[src/rtl/ccr_pkg.sv]
`timescale 1ns/1ps
package ccr_pkg;
  localparam int unsigned DATA_W      = 32;
  localparam int unsigned INFO_W      = 8;
  localparam int unsigned OFS_STATUS  = 32'h00C;
  localparam int unsigned OFS_ISTS    = 32'h018;
  localparam int unsigned OFS_IEN     = 32'h01C;
  localparam int unsigned OFS_WMARK   = 32'h020;
  localparam int unsigned OFS_QSTS    = 32'h024;
  localparam int unsigned OFS_FINFO   = 32'h030;
  localparam int unsigned OFS_FIFO    = 32'h200;
  localparam int unsigned BIT_INVALID = 2;
  localparam int unsigned BIT_FLAG    = 5;
  localparam logic [DATA_W-1:0] STATUS_RST = 32'h0000_3F80;
  localparam logic [DATA_W-1:0] QSTS_RST   = 32'h0000_0002;
  localparam logic [DATA_W-1:0] WMARK_RST  = 32'h0000_0000;

  typedef enum logic [2:0] {
    SEL_NONE, SEL_STATUS, SEL_ISTS, SEL_IEN, SEL_WMARK, SEL_QSTS, SEL_FINFO, SEL_FIFO
  } reg_sel_e;
endpackage

[src/rtl/ccr_decode.sv]
`timescale 1ns/1ps
module ccr_decode
  import ccr_pkg::*;
#(
  parameter int unsigned ADDR_W = 12
) (
  input  logic [ADDR_W-1:0] addr_i,
  output reg_sel_e          sel_o
);
  localparam logic [ADDR_W-1:0] A_STATUS = ADDR_W'(OFS_STATUS);
  localparam logic [ADDR_W-1:0] A_ISTS   = ADDR_W'(OFS_ISTS);
  localparam logic [ADDR_W-1:0] A_IEN    = ADDR_W'(OFS_IEN);
  localparam logic [ADDR_W-1:0] A_WMARK  = ADDR_W'(OFS_WMARK);
  localparam logic [ADDR_W-1:0] A_QSTS   = ADDR_W'(OFS_QSTS);
  localparam logic [ADDR_W-1:0] A_FINFO  = ADDR_W'(OFS_FINFO);
  localparam logic [ADDR_W-1:0] A_FIFO   = ADDR_W'(OFS_FIFO);

  always_comb begin
    sel_o = SEL_NONE;
    if      (addr_i == A_STATUS) sel_o = SEL_STATUS;
    else if (addr_i == A_ISTS)   sel_o = SEL_ISTS;
    else if (addr_i == A_IEN)    sel_o = SEL_IEN;
    else if (addr_i == A_WMARK)  sel_o = SEL_WMARK;
    else if (addr_i == A_QSTS)   sel_o = SEL_QSTS;
    else if (addr_i == A_FINFO)  sel_o = SEL_FINFO;
    else if (addr_i == A_FIFO)   sel_o = SEL_FIFO;
  end
endmodule

[src/rtl/ccr_irq.sv]
`timescale 1ns/1ps
module ccr_irq
  import ccr_pkg::*;
#(
  parameter int unsigned W = DATA_W
) (
  input  logic         clk_i,
  input  logic         rst_ni,
  input  logic         sts_wr_i,
  input  logic         en_wr_i,
  input  logic [W-1:0] wdata_i,
  input  logic         evt_invalid_i,
  input  logic         evt_flag_raise_i,
  output logic [W-1:0] sts_o,
  output logic [W-1:0] en_o,
  output logic         irq_o
);
  logic [W-1:0] set_v, clr_v, sts_d, sts_q, en_q, impl_mask;

  for (genvar i = 0; i < W; i++) begin : g_bit
    if (i == BIT_INVALID) begin : g_inv
      assign set_v[i]     = evt_invalid_i;
      assign impl_mask[i] = 1'b1;
    end else if (i == BIT_FLAG) begin : g_flag
      assign set_v[i]     = evt_flag_raise_i;
      assign impl_mask[i] = 1'b1;
    end else begin : g_none
      assign set_v[i]     = 1'b0;
      assign impl_mask[i] = 1'b0;
    end
  end

  assign clr_v = {W{sts_wr_i}} & wdata_i;
  // set has priority over clear
  assign sts_d = (set_v | (sts_q & ~clr_v)) & impl_mask;

  always_ff @(posedge clk_i or negedge rst_ni) begin
    if (!rst_ni) begin
      sts_q <= '0;
      en_q  <= '0;
    end else begin
      sts_q <= sts_d;
      if (en_wr_i) en_q <= wdata_i;
    end
  end

  assign sts_o = sts_q;
  assign en_o  = en_q;
  assign irq_o = |(sts_q & en_q);

  a_r8_set_wins: assert property (@(posedge clk_i) disable iff (!rst_ni)
    $past(rst_ni) && $past(evt_invalid_i) |-> sts_q[BIT_INVALID]);
  a_r3_w1c_clears: assert property (@(posedge clk_i) disable iff (!rst_ni)
    $past(rst_ni) && $past(sts_wr_i) && $past(wdata_i[BIT_FLAG]) && !$past(evt_flag_raise_i)
    |-> !sts_q[BIT_FLAG]);
  a_r5_flag_raise: assert property (@(posedge clk_i) disable iff (!rst_ni)
    $past(rst_ni) && $past(evt_flag_raise_i) |-> sts_q[BIT_FLAG]);
  a_r7_unimpl_zero: assert property (@(posedge clk_i) disable iff (!rst_ni)
    $countones(sts_q) <= 2);
  a_r4_irq_needs_enable: assert property (@(posedge clk_i) disable iff (!rst_ni)
    irq_o |-> (en_q != '0) && (sts_q != '0));
  a_r11_en_hold: assert property (@(posedge clk_i) disable iff (!rst_ni)
    $past(rst_ni) && !$past(en_wr_i) |-> $stable(en_q));
endmodule

[src/rtl/ccr_fwd.sv]
`timescale 1ns/1ps
module ccr_fwd
  import ccr_pkg::*;
#(
  parameter int unsigned W = DATA_W
) (
  input  logic         clk_i,
  input  logic         rst_ni,
  input  logic         push_i,
  input  logic [W-1:0] wdata_i,
  output logic         valid_o,
  output logic [W-1:0] data_o
);
  always_ff @(posedge clk_i or negedge rst_ni) begin
    if (!rst_ni) begin
      valid_o <= 1'b0;
      data_o  <= '0;
    end else begin
      valid_o <= push_i;
      if (push_i) data_o <= wdata_i;
    end
  end

  a_r9_fifo_pulse: assert property (@(posedge clk_i) disable iff (!rst_ni)
    $past(rst_ni) && $past(push_i) |-> valid_o && (data_o == $past(wdata_i)));
  a_r9_no_spurious: assert property (@(posedge clk_i) disable iff (!rst_ni)
    $past(rst_ni) && !$past(push_i) |-> !valid_o);
endmodule

[src/rtl/crypto_ctrl_regs.sv]
`timescale 1ns/1ps
module crypto_ctrl_regs
  import ccr_pkg::*;
#(
  parameter int unsigned ADDR_W = 12
) (
  input  logic              clk_i,
  input  logic              rst_ni,
  input  logic              wr_en_i,
  input  logic              rd_en_i,
  input  logic [ADDR_W-1:0] addr_i,
  input  logic [31:0]       wdata_i,
  output logic [31:0]       rdata_o,
  input  logic              evt_invalid_i,
  input  logic              evt_flag_i,
  input  logic              flag_raise_i,
  input  logic [7:0]        flag_info_i,
  output logic              fifo_valid_o,
  output logic [31:0]       fifo_data_o,
  output logic              irq_o
);
  reg_sel_e            sel;
  logic [DATA_W-1:0]   ists, ien;
  logic [INFO_W-1:0]   finfo_q;

  ccr_decode #(.ADDR_W(ADDR_W)) u_dec (.addr_i(addr_i), .sel_o(sel));

  ccr_irq #(.W(DATA_W)) u_irq (
    .clk_i            (clk_i),
    .rst_ni           (rst_ni),
    .sts_wr_i         (wr_en_i && (sel == SEL_ISTS)),
    .en_wr_i          (wr_en_i && (sel == SEL_IEN)),
    .wdata_i          (wdata_i),
    .evt_invalid_i    (evt_invalid_i),
    .evt_flag_raise_i (evt_flag_i && flag_raise_i),
    .sts_o            (ists),
    .en_o             (ien),
    .irq_o            (irq_o)
  );

  ccr_fwd #(.W(DATA_W)) u_fwd (
    .clk_i   (clk_i),
    .rst_ni  (rst_ni),
    .push_i  (wr_en_i && (sel == SEL_FIFO)),
    .wdata_i (wdata_i),
    .valid_o (fifo_valid_o),
    .data_o  (fifo_data_o)
  );

  always_ff @(posedge clk_i or negedge rst_ni) begin
    if (!rst_ni)         finfo_q <= '0;
    else if (evt_flag_i) finfo_q <= flag_info_i;
  end

  always_comb begin
    rdata_o = '0;
    if (rd_en_i) begin
      unique case (sel)
        SEL_STATUS: rdata_o = STATUS_RST;
        SEL_ISTS:   rdata_o = ists;
        SEL_IEN:    rdata_o = ien;
        SEL_WMARK:  rdata_o = WMARK_RST;
        SEL_QSTS:   rdata_o = QSTS_RST;
        SEL_FINFO:  rdata_o = {{(DATA_W-INFO_W){1'b0}}, finfo_q};
        default:    rdata_o = '0;
      endcase
    end
  end

  a_r10_finfo_sw_ro: assert property (@(posedge clk_i) disable iff (!rst_ni)
    $past(rst_ni) && !$past(evt_flag_i) |-> $stable(finfo_q));
  a_r6_finfo_latch: assert property (@(posedge clk_i) disable iff (!rst_ni)
    $past(rst_ni) && $past(evt_flag_i) |-> finfo_q == $past(flag_info_i));
endmodule

[config.mk]
export PLATFORM = sky130hd
export DESIGN_NAME = crypto_ctrl_regs
export DESIGN_NICKNAME = d
export VERILOG_FILES = /design/src/rtl/ccr_pkg.sv /design/src/rtl/ccr_decode.sv /design/src/rtl/ccr_irq.sv /design/src/rtl/ccr_fwd.sv /design/src/rtl/crypto_ctrl_regs.sv
export SDC_FILE = /design/constraint.sdc
export NUM_CORES = 1
export LEC_CHECK = 0
export ABC_AREA = 1
export BUFFER_PORTS_ARGS = -buffer_cell sky130_fd_sc_hd__buf_2
export CORE_MARGIN = 10
export CORE_UTILIZATION = 52
export DETAILED_ROUTE_END_ITERATION = 8
export GPL_TIMING_DRIVEN = 1
export PLACE_DENSITY_LB_ADDON = 0.25
export SETUP_SLACK_MARGIN = 0.1
export SYNTH_ARGS = -nofsm -noshare
export SYNTH_HDL_FRONTEND = slang
export SYNTH_HIERARCHICAL = 1
export SYNTH_SLANG_ARGS = --single-unit
[constraint.sdc]
create_clock -name clk_i -period 1.77 [get_ports clk_i]
set_clock_uncertainty 0.1 [all_clocks]
set_input_delay 0.0885 -clock clk_i [delete_from_list [all_inputs] [get_ports clk_i]]
set_output_delay 0.0885 -clock clk_i [all_outputs]
set_load 0.01 [all_outputs]
==> results.json, run 1 <==
{
  "cp_data_required_time_ns": 1.58,
  "cts_buffer_depth": 2,
  "grt_pass1_wl_mm": 20.8,
  "wire_per_inst_um": 17.9,
  "multi_input_area_um2": 2120,
  "drive_gt1_frac": 0.448,
  "cts_tree": "yes",
  "stdcell_area_um2": 6540,
  "die_w_um": 110,
  "hold_ws_ns": 0.0333,
  "syn_avg_cell_area_um2": 7.87,
  "ys_seq_area_frac": 0.445,
  "violations": "setup timing",
  "grt_pass1_vias": 4351,
  "initial_core_util": 0.540,
  "avgViaCountPerCell": 5.19,
  "drv_slew": 0,
  "syn2layout_area_growth_pct": 55.0,
  "min-delay-start": "evt_flag_i",
  "worst_setup_path_end_kind": "output pin",
  "finalHoldViolations": 0,
  "remaining_drc_errors": 0,
  "ys_top_cells_by_area": "dfrtp_1 (44%), nand2_1 (17%), buf_4 (6.2%), inv_1 (5.2%), o21ai_2 (4.6%)",
  "grt_overflow": 0,
  "routabilityCongestion": 0.791,
  "path_cells": "buf_2 > inv_1 > nand2_1 > nor2_2 > nand3_4 > nand4_1 > inv_2 > nor3_4 > buf_6 > nand2_1 > a21oi_1 > buf_2",
  "ys_async_sr_fraction": 1.00,
  "synth_top_cell_by_area": "dfrtp_1",
  "setup_viol": 65,
  "syn_inst": 536,
  "num_rows": 32,
  "ir_drop_v": 0.000403,
  "clockRootBuffer": "clkbuf_8",
  "dp_hpwl_mm": 8.59,
  "status": "finished, violations left",
  "fmax_mhz": 510,
  "p_per_area_nw_per_um2": 566,
  "p_leak_nw": 3.42,
  "worst-setup-path-type": "in -> out",
  "grt.total_usage": 0.216,
  "ys_top_cells_by_count": "nand2_1 (195), dfrtp_1 (75), inv_1 (58)",
  "rr_startpoint": "finfo_q[6]$_DFFE_PN0P_",
  "preCtsSetupSlack_ns": -0.203,
  "synth_flop_cell": "dfrtp_1",
  "rsz0062_at_grt": "true",
  "drtIter0Drc": 201,
  "clk_latency_ns": 0.35,
  "die_h_um": 110,
  "startpoint": "addr_i[8]",
  "drt-total-wl_mm": 15.2,
  "dr.pass1.iters": 5,
  "yosysTopAreaCellShare": 0.445,
  "placed_area_um2": 5090,
  "htreeDepth": 3,
  "ioPinCount": 125,
  "cp-start-kind": "input port",
  "num_vias": 4408,
  "synth_cell_types": 26,
  "slowest_stage": "nor3_4",
  "min_period_over_period": 1.11,
  "worst_slack_ns": -0.189,
  "synth.most_common_cell": "nand2_1",
  "yosysWarnings": 6,
  "ff_latch_area_um2": 1880,
  "antenna_found_initial": 1,
  "maxCapViolCount": 0,
  "syn_area_um2": 4220,
  "max_stage_delay_ns": 0.29,
  "core_area_um2": 7810,
  "dieArea_um2": 12100,
  "synth_edf_count": 0,
  "synth-seq-cells": 75,
  "grt_max_degree": 38,
  "clock_sinks": 75,
  "numCtsBuffers": 9,
  "cts.reportedPaths.clkPinSlew_ns": 0.08,
  "hold_class": "in -> reg",
  "io_buffers": 124,
  "final_nets": 801,
  "ant_nets": 0,
  "cp.arrival_ns": 1.77,
  "period_minus_slack_ns": 1.96,
  "critPathMaxFanout": 7,
  "relSlewSlack": 0.333,
  "fill_cells": 428,
  "worst_pin_slew_ns": 0.997
}
[final timing paths]
path / to / slack [ns] / cells after the start
min: u_irq/sts_o[5]$_DFF_PN0_ / 0.03 / 5
min in group asynchronous: u_irq/en_o[8]$_DFFE_PN0P_ / 0.05 / 2
min reg2reg: u_fwd/data_o[22]$_DFFE_PN0P_ / 0.38 / 2
max: rdata_o[31] / -0.19 / 12
max reg2reg: finfo_q[6]$_DFFE_PN0P_ / 0.91 / 1
max in group asynchronous: finfo_q[5]$_DFFE_PN0P_ / 0.95 / 3
[placed cells by master (no fill, tap or decap), types with 2 or more instances in the layout]
master	n
a21oi_1	11
a21oi_2	13
buf_12	8
buf_2	113
buf_4	22
buf_6	24
buf_8	4
bufinv_16	3
clkbuf_16	8
clkbuf_8	9
clkinvlp_4	2
conb_1	30
dfrtp_1	75
dlygate4sd3_1	43
inv_1	43
inv_2	6
inv_4	6
inv_6	2
inv_8	3
mux2_2	8
nand2_1	156
nand2_2	41
nand2_4	8
nand3_1	5
nand3_2	2
nand3_4	4
nand4_1	20
nor2_1	16
nor2_2	7
nor2_4	8
nor3_4	3
nor4_4	2
o21ai_1	12
o21ai_2	26
[power breakdown]
group | switching (W) | internal [W] | total, W
Clock | 0.000673 | 0.000939 | 0.00161
Sequential | 0.0000108 | 0.00173 | 0.00174
Combinational | 0.000176 | 0.000170 | 0.000346
[stage by stage]
stage                     total power, W  std cells  TNS (ns)   util
final                            0.00370        850     -5.92  0.837
after global routing             0.00382        850    -10.81  0.837
after CTS                        0.00367        829    -0.279  0.768
after detailed placement         0.00200        761     -3.78  0.652
after global placement           0.00200        761     -1.06  0.652
after floorplan                  0.00190        565         0      -
[what timing repair did]
action,CTS,global route
hold buffers,43,0
gates resized for setup,49,76
cloned,2,10
setup endpoints to repair,30,96
pin swaps,21,40
setup buffers,8,10
hold endpoints to repair,149,0
[sequential cells by signal, summed over array words and instances (netlist names)]
name,cells
u_irq/sts_o,2
finfo_q,8
u_fwd/data_o,32
u_fwd/valid_o,1
u_irq/en_o,32
[cells by family after synthesis]
logic type             count (synthesis)  share of synthesized area
other                                  1                   0.000889
AO/OA/AOI/OAI                         62                     0.0931
flip-flops                            75                      0.445
multiplexers                           8                     0.0214
AND/OR/NAND/NOR                      272                      0.274
buffers and inverters                118                      0.166
[final cells by class]
class	count	share of cell area
Multi-Input combinational cell	372	0.324
Sequential cell	75	0.287
Timing Repair Buffer	222	0.283
Inverter	60	0.0454
Clock buffer	10	0.0195
Tap cell	102	0.0195
Clock inverter	6	0.0174
Timing Repair inverter	2	0.00345
Antenna cell	1	0.000383
[routing by layer]
metal,vias up,track usage,routed length [µm]
met5,-,0,0
met4,0,0.0874,570
met3,53,0.0522,1190
met2,238,0.380,7750
met1,2088,0.245,5680
li1,2029,-,-
[critical path, delay by kind of cell]
kind / cells / cell delay (ns)
buffers and inverters: 5 / 0.65
AO/OA/AOI/OAI: 1 / 0.15
AND/OR/NAND/NOR: 6 / 0.87
Note: power is estimated with default switching activity, not from simulation.
==> run 2, diff against run 1 <==
--- a/config.mk
+++ b/config.mk
@@ -12,6 +12,7 @@
 export DETAILED_ROUTE_END_ITERATION = 8
 export GPL_TIMING_DRIVEN = 1
 export PLACE_DENSITY_LB_ADDON = 0.25
+export REMOVE_ABC_BUFFERS = 1
 export SETUP_SLACK_MARGIN = 0.1
 export SYNTH_ARGS = -nofsm -noshare
 export SYNTH_HDL_FRONTEND = slang
==> run 2 against run 1 <==
  * The flow still finishes with violations (setup timing)
  * Clock power shrank 21%
  * Hold slack better by 0.028 ns
  * Cell count down 1.8%
  * Via count shrank 3.6%
  * Worst setup slack better by 0.075 ns
  * Flip-flop and latch count did not move
  * Clock-buffer cell count down 1
  * Die area stayed put
  * Fmax increased by 4.0%
  * Routed wire length decreased by 11%
  * Critical endpoint is now rdata_o[23]
==> results.json, run 2 (same netlist as run 1, synthesis figures left out) <==
{
  "routabilityCongestion": 0.818,
  "rsz0062_at_grt": "true",
  "avgViaCountPerCell": 5.09,
  "worst_pin_slew_ns": 0.960,
  "setup_viol": 45,
  "cp-start-kind": "input port",
  "r2r_setup_slack_ns": 0.88,
  "slowest_stage": "nor3_4",
  "dp_hpwl_mm": 7.89,
  "numCtsBuffers": 9,
  "cp_data_required_time_ns": 1.58,
  "remaining_drc_errors": 0,
  "core_area_um2": 7810,
  "antenna_found_initial": 0,
  "clk_latency_ns": 0.34,
  "worst-setup-path-type": "in -> out",
  "min_period_over_period": 1.06,
  "grt_max_degree": 41,
  "cp.arrival_ns": 1.70,
  "r2r-end": "finfo_q[7]$_DFFE_PN0P_",
  "final_cell_mix": "nand2_1 (177), buf_2 (111), dfrtp_1 (75)",
  "drt-total-wl_mm": 13.6,
  "critPathMaxFanout": 4,
  "ant_nets": 0,
  "violations": "setup timing",
  "min-delay-start": "evt_flag_i",
  "grt_overflow": 0,
  "htreeDepth": 3,
  "stdcell_area_um2": 6180,
  "drtIter0Drc": 283,
  "worst_setup_path_end_kind": "output pin",
  "status": "finished, violations left",
  "period_minus_slack_ns": 1.88,
  "fill_cells": 493,
  "grt_pass1_vias": 4113,
  "drv_slew": 0,
  "p_per_area_nw_per_um2": 541,
  "grt_pass1_wl_mm": 19.2,
  "clock_sinks": 75,
  "dieArea_um2": 12100,
  "hold_path_end": "u_irq/sts_o[5]$_DFF_PN0_",
  "multi_input_area_um2": 2010,
  "wire_per_inst_um": 16.2,
  "num_vias": 4250,
  "die_w_um": 110,
  "max_stage_delay_ns": 0.20,
  "insertedDiodeCount": 0,
  "dr.pass1.iters": 5,
  "p_leak_nw": 3.27,
  "cts_tree": "yes",
  "r2r_cells": 1,
  "cp_common_cell": "inv_2",
  "finalHoldViolations": 0,
  "ioPinCount": 125,
  "maxCapViolCount": 0,
  "rr_startpoint": "finfo_q[7]$_DFFE_PN0P_",
  "num_rows": 32,
  "io_buffers": 124,
  "initial_core_util": 0.540,
  "relSlewSlack": 0.358,
  "ir_drop_v": 0.000504,
  "grt.total_usage": 0.194,
  "min_path_cells": 5,
  "drive_gt1_frac": 0.401,
  "hold_class": "in -> reg",
  "syn2layout_area_growth_pct": 46.5,
  "ff_latch_area_um2": 1880,
  "worst_slack_ns": -0.114,
  "cts_buffer_depth": 2,
  "fmax_mhz": 531,
  "final_nets": 787,
  "hold_ws_ns": 0.0611,
  "placed_area_um2": 4850,
  "die_h_um": 110,
  "clockRootBuffer": "clkbuf_8",
  "cts.reportedPaths.clkPinSlew_ns": 0.08,
  "path_cells": "buf_6 > inv_2 > nand2_4 > nor2_4 > nand3_1 > nand4_1 > inv_2 > nor3_4 > buf_12 > clkbuf_16 > nand2_1 > a21oi_2 > buf_2",
  "final_common_cell": "nand2_1"
}
run 2: changes by cell type in the layout (fill, tap and decap cells not counted), sizes merged:
cell and change:
clkinvlp -1, clkbuf -2, inv +3, diode -1, buf -11, bufinv -3
run 2: worst max-delay path, delay by kind of cell:
family,cells,cell delay [ns]
compound gates,1,0.15
simple gates,6,0.76
buf+inv,6,0.70
run 2: power by group:
part | total (W) | internal (W) | switching [W] | leakage [nW]
sequential | 0.00174 | 0.00173 | 0.0000108 | 0.852
combinational | 0.000336 | 0.000169 | 0.000166 | 2.33
clock | 0.00127 | 0.000534 | 0.000731 | 0.0925
total | 0.00334 | 0.00243 | 0.000909 | 3.27
run 2: worst max-delay path by stage:
stage | startpoint | endpoint | depth (start not counted)
6_report | addr_i[6] | rdata_o[23] | 13
3_3_place_gp | addr_i[0] | rdata_o[8] | 11
2_1_floorplan | addr_i[0] | u_irq/en_o[23]$_DFFE_PN0P_ | 8
3_5_place_dp | addr_i[0] | u_fwd/data_o[19]$_DFFE_PN0P_ | 12
5_1_grt | addr_i[0] | rdata_o[23] | 13
4_1_cts | addr_i[11] | rdata_o[29] | 13
run 2: metrics by stage:
| stage | TNS (ns) | utilization | std cells | setup WS (ns) | total power, W |
|---|---|---|---|---|---|
| floorplan | -294.48 | - | 507 | -6.31 | 0.00183 |
| global placement | -0.167 | 0.621 | 753 | -0.0282 | 0.00196 |
| detailed placement | -4.29 | 0.621 | 753 | -0.0917 | 0.00197 |
| CTS | -0.421 | 0.723 | 817 | -0.0474 | 0.00329 |
| global route | -5.90 | 0.792 | 835 | -0.212 | 0.00346 |
| finish | -1.50 | 0.792 | 835 | -0.114 | 0.00334 |
run 2: final cells by class:
type	count	share of cell area
Inverter	60	0.0385
Tap cell	102	0.0206
Clock inverter	7	0.00951
Clock buffer	9	0.0200
Sequential cell	75	0.304
Multi-Input combinational cell	372	0.324
Timing Repair Buffer	210	0.283
run 2: timing repair:
item | CTS | global route
resized for setup | 38 | 87
setup endpoints to repair | 32 | 90
buffers inserted | 4 | 10
pin swaps | 14 | 43
endpoints found under the hold margin | 113 | 0
gates cloned | 1 | 9
hold buffers | 43 | 0
run 2: metal layers:
metal  track usage  vias up  wire length, µm
met5             0        -                0
met1         0.223     2008             5030
li1              -     2004                -
met3        0.0360       43             1030
met2         0.349      195             7010
met4        0.0716        0              476
